File: src/rtl/irq_prio_pkg.sv
package irq_prio_pkg;

    // Register byte offsets
    localparam int OFS_ENABLE = 'h0;
    localparam int OFS_PEND   = 'h4;
    localparam int OFS_SET    = 'h8;
    localparam int OFS_CLR    = 'hC;

    typedef enum logic [2:0] {
        RSEL_NONE,
        RSEL_ENABLE,
        RSEL_PEND,
        RSEL_SET,
        RSEL_CLR
    } rsel_e;

endpackage

File: src/rtl/irq_edge_detect.sv
module irq_edge_detect #(
    parameter int NUM_LINES = 16
) (
    input  logic                 clk,
    input  logic                 rst_n,
    input  logic [NUM_LINES-1:0] lines,
    output logic [NUM_LINES-1:0] rise
);
    logic [NUM_LINES-1:0] prev_d, prev_q;

    always_comb begin
        prev_d = lines;
        rise   = lines & ~prev_q;
    end

    always_ff @(posedge clk or negedge rst_n) begin
        if (!rst_n) prev_q <= '0;
        else        prev_q <= prev_d;
    end
endmodule

File: src/rtl/irq_reg_decode.sv
module irq_reg_decode
    import irq_prio_pkg::*;
#(
    parameter int NUM_LINES = 16,
    parameter int ADDR_W    = 4
) (
    input  logic                 we,
    input  logic [ADDR_W-1:0]    addr,
    input  logic [NUM_LINES-1:0] wdata,
    output rsel_e                rsel,
    output logic                 enable_we,
    output logic [NUM_LINES-1:0] set_bits,
    output logic [NUM_LINES-1:0] clr_bits
);
    always_comb begin
        unique case (addr)
            ADDR_W'(OFS_ENABLE): rsel = RSEL_ENABLE;
            ADDR_W'(OFS_PEND):   rsel = RSEL_PEND;
            ADDR_W'(OFS_SET):    rsel = RSEL_SET;
            ADDR_W'(OFS_CLR):    rsel = RSEL_CLR;
            default:             rsel = RSEL_NONE;
        endcase
        enable_we = we && (rsel == RSEL_ENABLE);
        set_bits  = (we && rsel == RSEL_SET) ? wdata : '0;
        clr_bits  = (we && rsel == RSEL_CLR) ? wdata : '0;
    end
endmodule

File: src/rtl/irq_prio_enc.sv
module irq_prio_enc #(
    parameter int NUM_LINES = 16,
    parameter int LVL_W     = $clog2(NUM_LINES)
) (
    input  logic [NUM_LINES-1:0] vec,
    output logic [LVL_W-1:0]     level
);
    always_comb begin
        level = '0;
        for (int i = 1; i < NUM_LINES; i++) begin
            if (vec[i]) level = LVL_W'(i);
        end
    end
endmodule

File: src/rtl/irq_prio_ctrl.sv
module irq_prio_ctrl
    import irq_prio_pkg::*;
#(
    parameter int NUM_LINES = 16,
    parameter int ADDR_W    = 4,
    parameter int DATA_W    = 32,
    parameter int LVL_W     = $clog2(NUM_LINES)
) (
    input  logic                 clk,
    input  logic                 rst_n,
    input  logic                 reg_we,
    input  logic [ADDR_W-1:0]    reg_addr,
    input  logic [DATA_W-1:0]    reg_wdata,
    output logic [DATA_W-1:0]    reg_rdata,
    input  logic [NUM_LINES-1:0] src_in,
    input  logic                 ack_valid,
    input  logic [LVL_W-1:0]     ack_level,
    output logic [LVL_W-1:0]     irq_level
);
    localparam logic [NUM_LINES-1:0] LIVE = ~NUM_LINES'(1);

    typedef struct packed {
        logic [NUM_LINES-1:0] enable;
        logic [NUM_LINES-1:0] pend;
    } state_t;

    state_t st_d, st_q;

    rsel_e                rsel;
    logic                 enable_we;
    logic [NUM_LINES-1:0] wr_set, wr_clr, rise, ack_bits;
    logic [NUM_LINES-1:0] set_all, clr_all;
    logic [NUM_LINES-1:0] cur_enable, cur_pend;
    logic                 unused_hi;

    assign unused_hi = ^reg_wdata[DATA_W-1:NUM_LINES];

    irq_edge_detect #(.NUM_LINES(NUM_LINES)) edge_i (
        .clk   (clk),
        .rst_n (rst_n),
        .lines (src_in),
        .rise  (rise)
    );

    irq_reg_decode #(.NUM_LINES(NUM_LINES), .ADDR_W(ADDR_W)) dec_i (
        .we        (reg_we),
        .addr      (reg_addr),
        .wdata     (reg_wdata[NUM_LINES-1:0]),
        .rsel      (rsel),
        .enable_we (enable_we),
        .set_bits  (wr_set),
        .clr_bits  (wr_clr)
    );

    irq_prio_enc #(.NUM_LINES(NUM_LINES), .LVL_W(LVL_W)) enc_i (
        .vec   (cur_pend & cur_enable),
        .level (irq_level)
    );

    always_comb begin
        ack_bits = '0;
        if (ack_valid) ack_bits[ack_level] = 1'b1;
        set_all = (wr_set | rise) & LIVE;
        clr_all = wr_clr | ack_bits;

        st_d = st_q;
        if (enable_we) st_d.enable = reg_wdata[NUM_LINES-1:0] & LIVE;
        st_d.pend = ((st_q.pend & ~clr_all) | set_all) & LIVE;
    end

    always_ff @(posedge clk or negedge rst_n) begin
        if (!rst_n) st_q <= '0;
        else        st_q <= st_d;
    end

    assign cur_enable = st_q.enable;
    assign cur_pend   = st_q.pend;

    always_comb begin
        reg_rdata = '0;
        unique case (rsel)
            RSEL_ENABLE: reg_rdata[NUM_LINES-1:0] = st_q.enable;
            RSEL_PEND:   reg_rdata[NUM_LINES-1:0] = st_q.pend;
            default:     reg_rdata = '0;
        endcase
    end
endmodule

File: config.mk
export PLATFORM = sky130hd
export DESIGN_NAME = irq_prio_ctrl
export DESIGN_NICKNAME = d
export VERILOG_FILES = /design/src/rtl/irq_prio_pkg.sv /design/src/rtl/irq_edge_detect.sv /design/src/rtl/irq_reg_decode.sv /design/src/rtl/irq_prio_enc.sv /design/src/rtl/irq_prio_ctrl.sv
export SDC_FILE = /design/constraint.sdc
export NUM_CORES = 1
export LEC_CHECK = 0
export ABC_AREA = 1
export BUFFER_PORTS_ARGS = -buffer_cell sky130_fd_sc_hd__buf_2
export CELL_PAD_IN_SITES_DETAIL_PLACEMENT = 0
export CELL_PAD_IN_SITES_GLOBAL_PLACEMENT = 1
export CORE_ASPECT_RATIO = 1.75
export CORE_MARGIN = 4
export CORE_UTILIZATION = 32
export CTS_CLUSTER_SIZE = 10
export DETAILED_ROUTE_END_ITERATION = 16
export PLACE_DENSITY_LB_ADDON = 0.1
export SLEW_MARGIN = 20
export SYNTH_ARGS = -nofsm -noshare
export SYNTH_HDL_FRONTEND = slang
export SYNTH_HIERARCHICAL = 1
export SYNTH_SLANG_ARGS = --single-unit
File: constraint.sdc
create_clock -name clk -period 1 [get_ports clk]
set_clock_uncertainty 0.05 [all_clocks]
set_input_delay 0 -clock clk [delete_from_list [all_inputs] [get_ports clk]]
set_output_delay 0 -clock clk [all_outputs]
set_load 0.01 [all_outputs]
# == Word-level counts from Yosys, hierarchy flattened ==
# Cells that the tools add are included.
# word_totals
ff_bits,46
inputBits,60
out_inout_bits,36
# op_classes
magnitude_cmp,2
mux,22
eq_ne,7
bitwise,8
n_reduce_logical,5
# ops
op,n
bitwise AND 16 bit,3
two-way mux 16 bit,3
bitwise OR 16 bit,3
two-way mux 4 bit,8
NOT 16 bit,2
case mux 16 bit (2 select lines),1
two-way mux 3 bit,4
case mux 3 bit (4 select lines),1
equality test 4 bit (second input constant),2
equality test 3 x 2 -> 1 bit (second input constant),2
less-than comparator 4 x 5 -> 1 bit (second input constant),1
demux 1 bit (select 4 bit),1
equality test 4 x 3 -> 1 bit (second input constant),1
greater-or-equal comparator 4 x 1 -> 1 bit (second input constant),1
logical AND 1 bit,4
logical NOT 4 bit,1
two-way mux 2 bit,2
equality test 3 x 1 -> 1 bit (second input constant),1
equality test 3 bit (second input constant),1
two-way mux 1 bit,2

# == Logic depth before layout (Yosys ltp) ==
# Gate-level depths: netlist (run 1).
# logic_depth
depth_word,16
ltp_mapped,17

# == Hierarchy ==
# Netlist (run 1), hierarchy kept.
# modules_own_cells
module,n_inst,seq_area_each_um2,cells_each,area_per_inst_um2
irq_prio_ctrl,1,750.7,252,1864.3
irq_edge_detect,1,400.4,48,560.5
irq_reg_decode,1,0.0,67,390.4
irq_prio_enc,1,0.0,41,167.7

# == Least setup slack after synthesis (run 1) ==
# Ideal clock, no wire load.
# synth_timing
kind,in2reg
start,input reg_addr[3]
end,register st_q (netlist bit cur_enable[10])
cell_stages,5
slack_ns,-0.186
setup_ns,0.125
n_path_buf,2
arrival_time_ns,1.011
path_cell_list,or2_2 nor2_1 buf_2 buf_6 mux2_4
# synth_via
elab_chain_len,4
elab_cells_between_ends,7
# synth_rtl
item,line,source
"start, declared",irq_prio_ctrl.sv:12,"input logic [ADDR_W-1:0] reg_addr,"
equality test 4 bit (tied with other cells),irq_reg_decode.sv:16,unique case (addr)
case mux 3 bit (4 select lines) (*),irq_reg_decode.sv:16,
equality test 3 x 1 -> 1 bit (*),irq_reg_decode.sv:23,enable_we = we && (rsel == RSEL_ENABLE);
logical AND 1 bit (*),irq_reg_decode.sv:23,
net enable_we,irq_prio_ctrl.sv:30,logic enable_we;
"end signal, assigned",irq_prio_ctrl.sv:73,else st_q <= st_d;
"end, declared",irq_prio_ctrl.sv:27,"state_t st_d, st_q;"
# The timed path passes the listed nets; every way through them passes the cells marked *.
# A chain may end at the register's enable or synchronous reset.

# == Worst setup path after layout (run 1) ==
# layout_timing
start,register st_q (netlist bit cur_pend[2])
end,output irq_level[0]
# layout_via
elab_chain_len,15
# layout_rtl
item,line,source
bitwise AND 16 bit,irq_prio_ctrl.sv:56,".vec (cur_pend & cur_enable),"
two-way mux 2 bit (2 in a row),irq_prio_enc.sv:11,if (vec[i]) level = LVL_W'(i);
two-way mux 3 bit (4 in a row),irq_prio_enc.sv:11,
two-way mux 4 bit (8 in a row),irq_prio_enc.sv:11,
"end, declared",irq_prio_ctrl.sv:18,output logic [LVL_W-1:0] irq_level
# No other way between the ends.

==> impl_metrics.tcl, run 1 <==
set metrics [dict create \
    status "finished, violations left" \
    failed_checks "negative setup slack" \
    cp.required_ps 950 \
    synth_area_sq_um 2940 \
    post_drt_wl_per_cell_um 12.5 \
    finalNetCount 605 \
    met1_usage_pct 18.4 \
    power_density_nw_per_um2 1350 \
    io_pins 96 \
    number_of_stages_on_the_worst_setup_path 18 \
    detail_route.iter0.violations 108 \
    critical_path.startpoint "cur_pend[2]" \
    hold_violations 0 \
    crit_slowest_cell "dfrtp_1" \
    timing.rr.start "cur_enable[13]" \
    clock_pin_slew_on_the_worst_setup_and_hold_paths_ps 60 \
    arrival_ps 1600 \
    clkLatencyLatePin_ps 280 \
    ant_nets 0 \
    globalRouteOverflowTotal 0 \
    totalNegativeSetupSlack_ps -4780 \
    gp_routability_congestion 0.726 \
    clock_buffers_created_by_tritoncts 5 \
    num_vias 2748 \
    worst_ir_drop_vdd_mv 1.21 \
    antenna_cells_inserted 0 \
    worst_hold_path_type "input port to flop" \
    cellLeakagePower_nw 2.46 \
    dp.final_hpwl_um 6410 \
    clock-root-buffer "clkbuf_16" \
    grt_first_pass_wirelength_um 13600 \
    fmax_ghz 0.606 \
    die_h_um 135 \
    hold_path.startpoint "ack_level[0]" \
    cap_viol_max_count 0 \
    syn-mean-instance-area_sq_um 7.30 \
    track_usage_pct 16.5 \
    worst_r2r_path_depth 2 \
    dr.pass1.iters 4 \
    syn-instance-count 402 \
    fraction_of_layout_instances_using_a_drive_strength_above_1_pct 41.3 \
    floorplan.rows 46 \
    cts-root-to-sink-buffers 2 \
    global_route.peak_usage_layer "met2" \
    start_kind "flop" \
    cp_top_family "simple AND/OR/NAND/NOR gates" \
    cts_num_sinks 45 \
    crit_buf_inv 3 \
    finalSetupViolCount 19 \
    timing_max_transition_violations_final 0 \
    drt_wl_total_um 8300 \
    yosys_warnings 6 \
    post_route_drc_violation_count 0 \
    fin_area_sq_um 4470 \
    critical-path-max-stage-delay_ps 370 \
    grtUsageMet2_pct 31.4 \
    dpl_cell_area_sq_um 3800 \
    die-area_sq_um 10800 \
    fin_hold_ws_ps 21.6 \
    clock_tree.htree_level_count 2 \
    place.port_buffers 60 \
    tritoncts "yes" \
    final_util_pct 49.5 \
    area_delta_synth_final_pct 52.3 \
    initial_utilization_pct 32.5 \
    hold_path_depth 4 \
    unrepaired_setup_endpoints_after_global_routing "true" \
    cp_common_cell "nand2_1" \
    final_critical_path_setup_slack_ps -650 \
    number_of_antenna_violations_at_the_first_check_in_global_routing 0 \
    fp.dieW_um 80.4 \
    grt_pass1_vias 2825 \
    critical_path.cell_chain "nand2_1, inv_1, inv_1, nand2_1, nand2_1, nand2_1, nand2_1, nand2_1, nand2_1, nand2_1, nand2_1, nand2_1, nand2_1, nand2_1, nand2_1, nand2_1, nand2_2, buf_6" \
    final.period_utilization_pct 165 \
    critPathCaptureType "output port" \
    globalRouteMet3Util_pct 2.60 \
    design.core.area_sq_um 9040 \
    tmin_final_ps 1650 \
    vias_per_cell 4.13 \
    timing.setup.critical_path_class "flop to output port" \
    critPathMaxFanout 2 \
    maximum_number_of_pins_on_one_net_before_global_route_repair 38 \
]
[sequential cells by signal (all words and copies together) (netlist names)]
| signal | flops |
|---|---|
| cur_enable | 15 |
| cur_pend | 15 |
| edge_i/prev_q | 15 |
[routing by layer]
| metal | vias to the layer above | part of all wire [%] |
|---|---|---|
| met2 | 65 | 57 |
| li1 | 1424 | - |
| met5 | - | 0 |
| met4 | 0 | 1.2 |
| met1 | 1254 | 38 |
| met3 | 5 | 3.8 |
[worst register-to-register path, cell delays in order, from the launching register on]
cell	delay [ps]
dfrtp_1	380
buf_4	150
mux2_4	270
[stage by stage]
step           std cells  setup WS (ps)  total power [mW]
2_1_floorplan        418           -163              3.23
3_3_place_gp         625           -322              4.00
3_5_place_dp         625           -339              4.01
4_1_cts              663           -639              6.12
5_1_grt              665           -916              6.50
6_report             665           -650              6.05
[power breakdown]
part           internal (mW)  switching (mW)  total (mW)
sequential              2.04           0.118        2.16
combinational           1.05            1.01        2.05
clock                   1.16           0.677        1.84
[repair_timing]
action,CTS,global route
endpoints found under the setup margin,22,25
pin swaps,11,10
endpoints found under the hold margin,80,0
setup buffers,3,1
hold buffers,31,0
cloned,0,1
gates resized for setup,29,18
[final timing paths]
| kind | slack [ps] | endpoint |
|---|---|---|
| hold / removal | 20 | cur_pend[5] |
| setup / recovery | -650 | irq_level[0] |
| min in group asynchronous | 50 | edge_i/prev_q[3] |
| setup reg to reg | 40 | cur_enable[13] |
| max in group asynchronous | 360 | edge_i/prev_q[4] |
| hold reg to reg | 500 | cur_pend[10] |
[layout by cell type (no fill, tap or decap), drive strengths merged]
| master | n |
|---|---|
| or2 | 1 |
| dfrtp | 45 |
| o21ai | 1 |
| buf | 113 |
| clkinv | 1 |
| nor4 | 2 |
| dlygate4sd3 | 31 |
| o21bai | 2 |
| clkbuf | 6 |
| nand3 | 15 |
| inv | 84 |
| nand2 | 123 |
| conb | 17 |
| bufinv | 1 |
| nor3 | 16 |
| mux2 | 15 |
| nor2 | 72 |
[area by class of cell]
class	count	area (sq um)
Fill cell	949	4570
Multi-Input combinational cell	264	1510
Timing Repair Buffer	145	1190
Sequential cell	45	1130
Inverter	84	339
Tap cell	120	150
Clock buffer	5	125
Clock inverter	2	35.0
(Power assumes the default switching activity.)
==> run 2, diff against run 1 <==
--- a/config.mk
+++ b/config.mk
@@ -5,16 +5,13 @@
 export SDC_FILE = /design/constraint.sdc
 export NUM_CORES = 1
 export LEC_CHECK = 0
-export ABC_AREA = 1
 export BUFFER_PORTS_ARGS = -buffer_cell sky130_fd_sc_hd__buf_2
-export CELL_PAD_IN_SITES_DETAIL_PLACEMENT = 0
-export CELL_PAD_IN_SITES_GLOBAL_PLACEMENT = 1
 export CORE_ASPECT_RATIO = 1.75
 export CORE_MARGIN = 4
-export CORE_UTILIZATION = 32
+export CORE_UTILIZATION = 47
 export CTS_CLUSTER_SIZE = 10
 export DETAILED_ROUTE_END_ITERATION = 16
-export PLACE_DENSITY_LB_ADDON = 0.1
+export PLACE_DENSITY = 0.77
 export SLEW_MARGIN = 20
 export SYNTH_ARGS = -nofsm -noshare
 export SYNTH_HDL_FRONTEND = slang
==> constraint.sdc (replaced) <==
create_clock -name clk -period 1 [get_ports clk]
set_clock_uncertainty 0.05 [all_clocks]
set_input_delay 0.1 -clock clk [delete_from_list [all_inputs] [get_ports clk]]
set_output_delay 0.1 -clock clk [all_outputs]
set_load 0.01 [all_outputs]
==> run 2 against run 1 <==
Effect of this change: the flow still finishes with violations (negative setup slack); final cell count down 19%; combinational power increased by 29%; flip-flop and latch count is the same; maximum frequency decreased by 7.8%; global-route usage rose by 6.5 points; routed wire length rose by 24%; sequential power about the same; critical endpoint unchanged.
==> impl_metrics.tcl, run 2 <==
set metrics [dict create \
    worst_hold_path_type "input port to flop" \
    tmin_final_ps 1790 \
    design.core.area_sq_um 6280 \
    drt_wl_total_um 10300 \
    cts-root-to-sink-buffers 2 \
    track_usage_pct 23.1 \
    clkLatencyLatePin_ps 290 \
    timing_max_transition_violations_final 0 \
    globalRouteOverflowTotal 0 \
    arrival_ps 1640 \
    fp.dieW_um 69.2 \
    ant_nets 0 \
    dp.final_hpwl_um 5750 \
    dr.pass1.iters 5 \
    failed_checks "negative setup slack" \
    grt_first_pass_wirelength_um 14700 \
    initial_utilization_pct 49.1 \
    unrepaired_setup_endpoints_after_global_routing "true" \
    final_critical_path_setup_slack_ps -791 \
    die_h_um 115 \
    critPathMaxFanout 3 \
    vias_per_cell 5.59 \
    clock_buffers_created_by_tritoncts 5 \
    start_kind "flop" \
    clock-root-buffer "clkbuf_8" \
    finalNetCount 518 \
    final.fill_count 397 \
    clock_pin_slew_on_the_worst_setup_and_hold_paths_ps 90 \
    place.port_buffers 60 \
    area_delta_synth_final_pct 56.1 \
    gp_routability_congestion 0.846 \
    worst_ir_drop_vdd_mv 0.817 \
    critPathCaptureType "output port" \
    detail_route.iter0.violations 235 \
    timing.setup.critical_path_class "flop to output port" \
    fraction_of_layout_instances_using_a_drive_strength_above_1_pct 56.4 \
    post_route_drc_violation_count 0 \
    number_of_antenna_violations_at_the_first_check_in_global_routing 0 \
    final_util_pct 76.7 \
    most_frequent_cells_in_the_layout "55 x buf_2, 46 x buf_4, 45 x dfrtp_1" \
    report.power.total_mw 6.07 \
    num_vias 3019 \
    final.period_utilization_pct 179 \
    fmax_ghz 0.558 \
    die-area_sq_um 7970 \
    cts_num_sinks 45 \
    tritoncts "yes" \
    floorplan.rows 38 \
    post_drt_wl_per_cell_um 19.1 \
    clock_tree.htree_level_count 2 \
    cp.required_ps 850 \
    mostFrequentLayoutCell "buf_2" \
    finalSetupViolCount 49 \
    synth_area_sq_um 3080 \
    status "finished, violations left" \
    power_density_nw_per_um2 1260 \
    cap_viol_max_count 0 \
    syn-instance-count 311 \
    io_pins 96 \
    maximum_number_of_pins_on_one_net_before_global_route_repair 46 \
    yosys_warnings 6 \
    syn-mean-instance-area_sq_um 9.91 \
    hold_violations 0 \
    cellLeakagePower_nw 2.08 \
    grt_pass1_vias 2976 \
]
-- run 2: power breakdown --
part           switching, mW  total (mW)  internal, mW
Sequential             0.137        2.18          2.05
Clock                  0.625        1.25         0.625
Combinational           1.17        2.64          1.46
-- run 2: path summary, 6_finish.rpt --
kind | start | to | slack, ps | cells past startpoint
worst min register to register | cur_enable[8] | cur_enable[8] | 560 | 2
worst max register to register | cur_enable[15] | cur_enable[15] | -80 | 3
min in group asynchronous | rst_n | cur_enable[3] | 250 | 3
max in group asynchronous | rst_n | cur_pend[5] | 420 | 3
worst min-delay path | reg_wdata[1] | cur_enable[1] | 1 | 2
worst max-delay path | cur_pend[4] | irq_level[0] | -790 | 4
-- run 2: layer usage --
layer | vias to the layer above | global-route usage [%] | part of all wire [%]
met5 | - | 0 | 0
met4 | 0 | 11.3 | 4.5
met3 | 42 | 3.24 | 5.6
met2 | 149 | 42.3 | 53
met1 | 1487 | 25.9 | 37
li1 | 1341 | - | -
-- run 2: critical path, stage by stage (launching register included) --
cell and delay [ps]:
dfrtp_1 430, and2_1 220, a221o_1 390, a31oi_1 140
buf_2 150
-- run 2: layout make-up --
class	count	area [sq um]	area share, %
repair buffers	157	1330	27.7
inverters	2	7.51	0.156
well taps	80	100	2.08
clock buffers	7	96.3	2.00
flip-flops and latches	45	1130	23.4
clock inverters	1	5.00	0.104
diodes	1	2.50	0.0520
multi-input cells	247	2140	44.5
-- run 2: repair_timing --
| action | 4_1_cts | 5_1_grt |
|---|---|---|
| endpoints found under the hold margin | 65 | 1 |
| pin swaps | 38 | 39 |
| gates resized for setup | 57 | 35 |
| endpoints found under the setup margin | 49 | 49 |
| cloned | 3 | 3 |
| hold buffers | 21 | 1 |
| buffers inserted | 4 | 17 |
-- run 2: metrics by stage --
step	cell area, sq um	worst slack (ps)	std cells	hold slack, ps	TNS, ps
floorplan	3310	-432	327	-246	-8260
global placement	3890	-493	485	45.1	-19640
detailed placement	3890	-525	485	52.0	-21180
CTS	4510	-800	521	2.09	-12480
global route	4810	-872	539	-8.22	-16570
finish	4810	-791	540	1.07	-15320
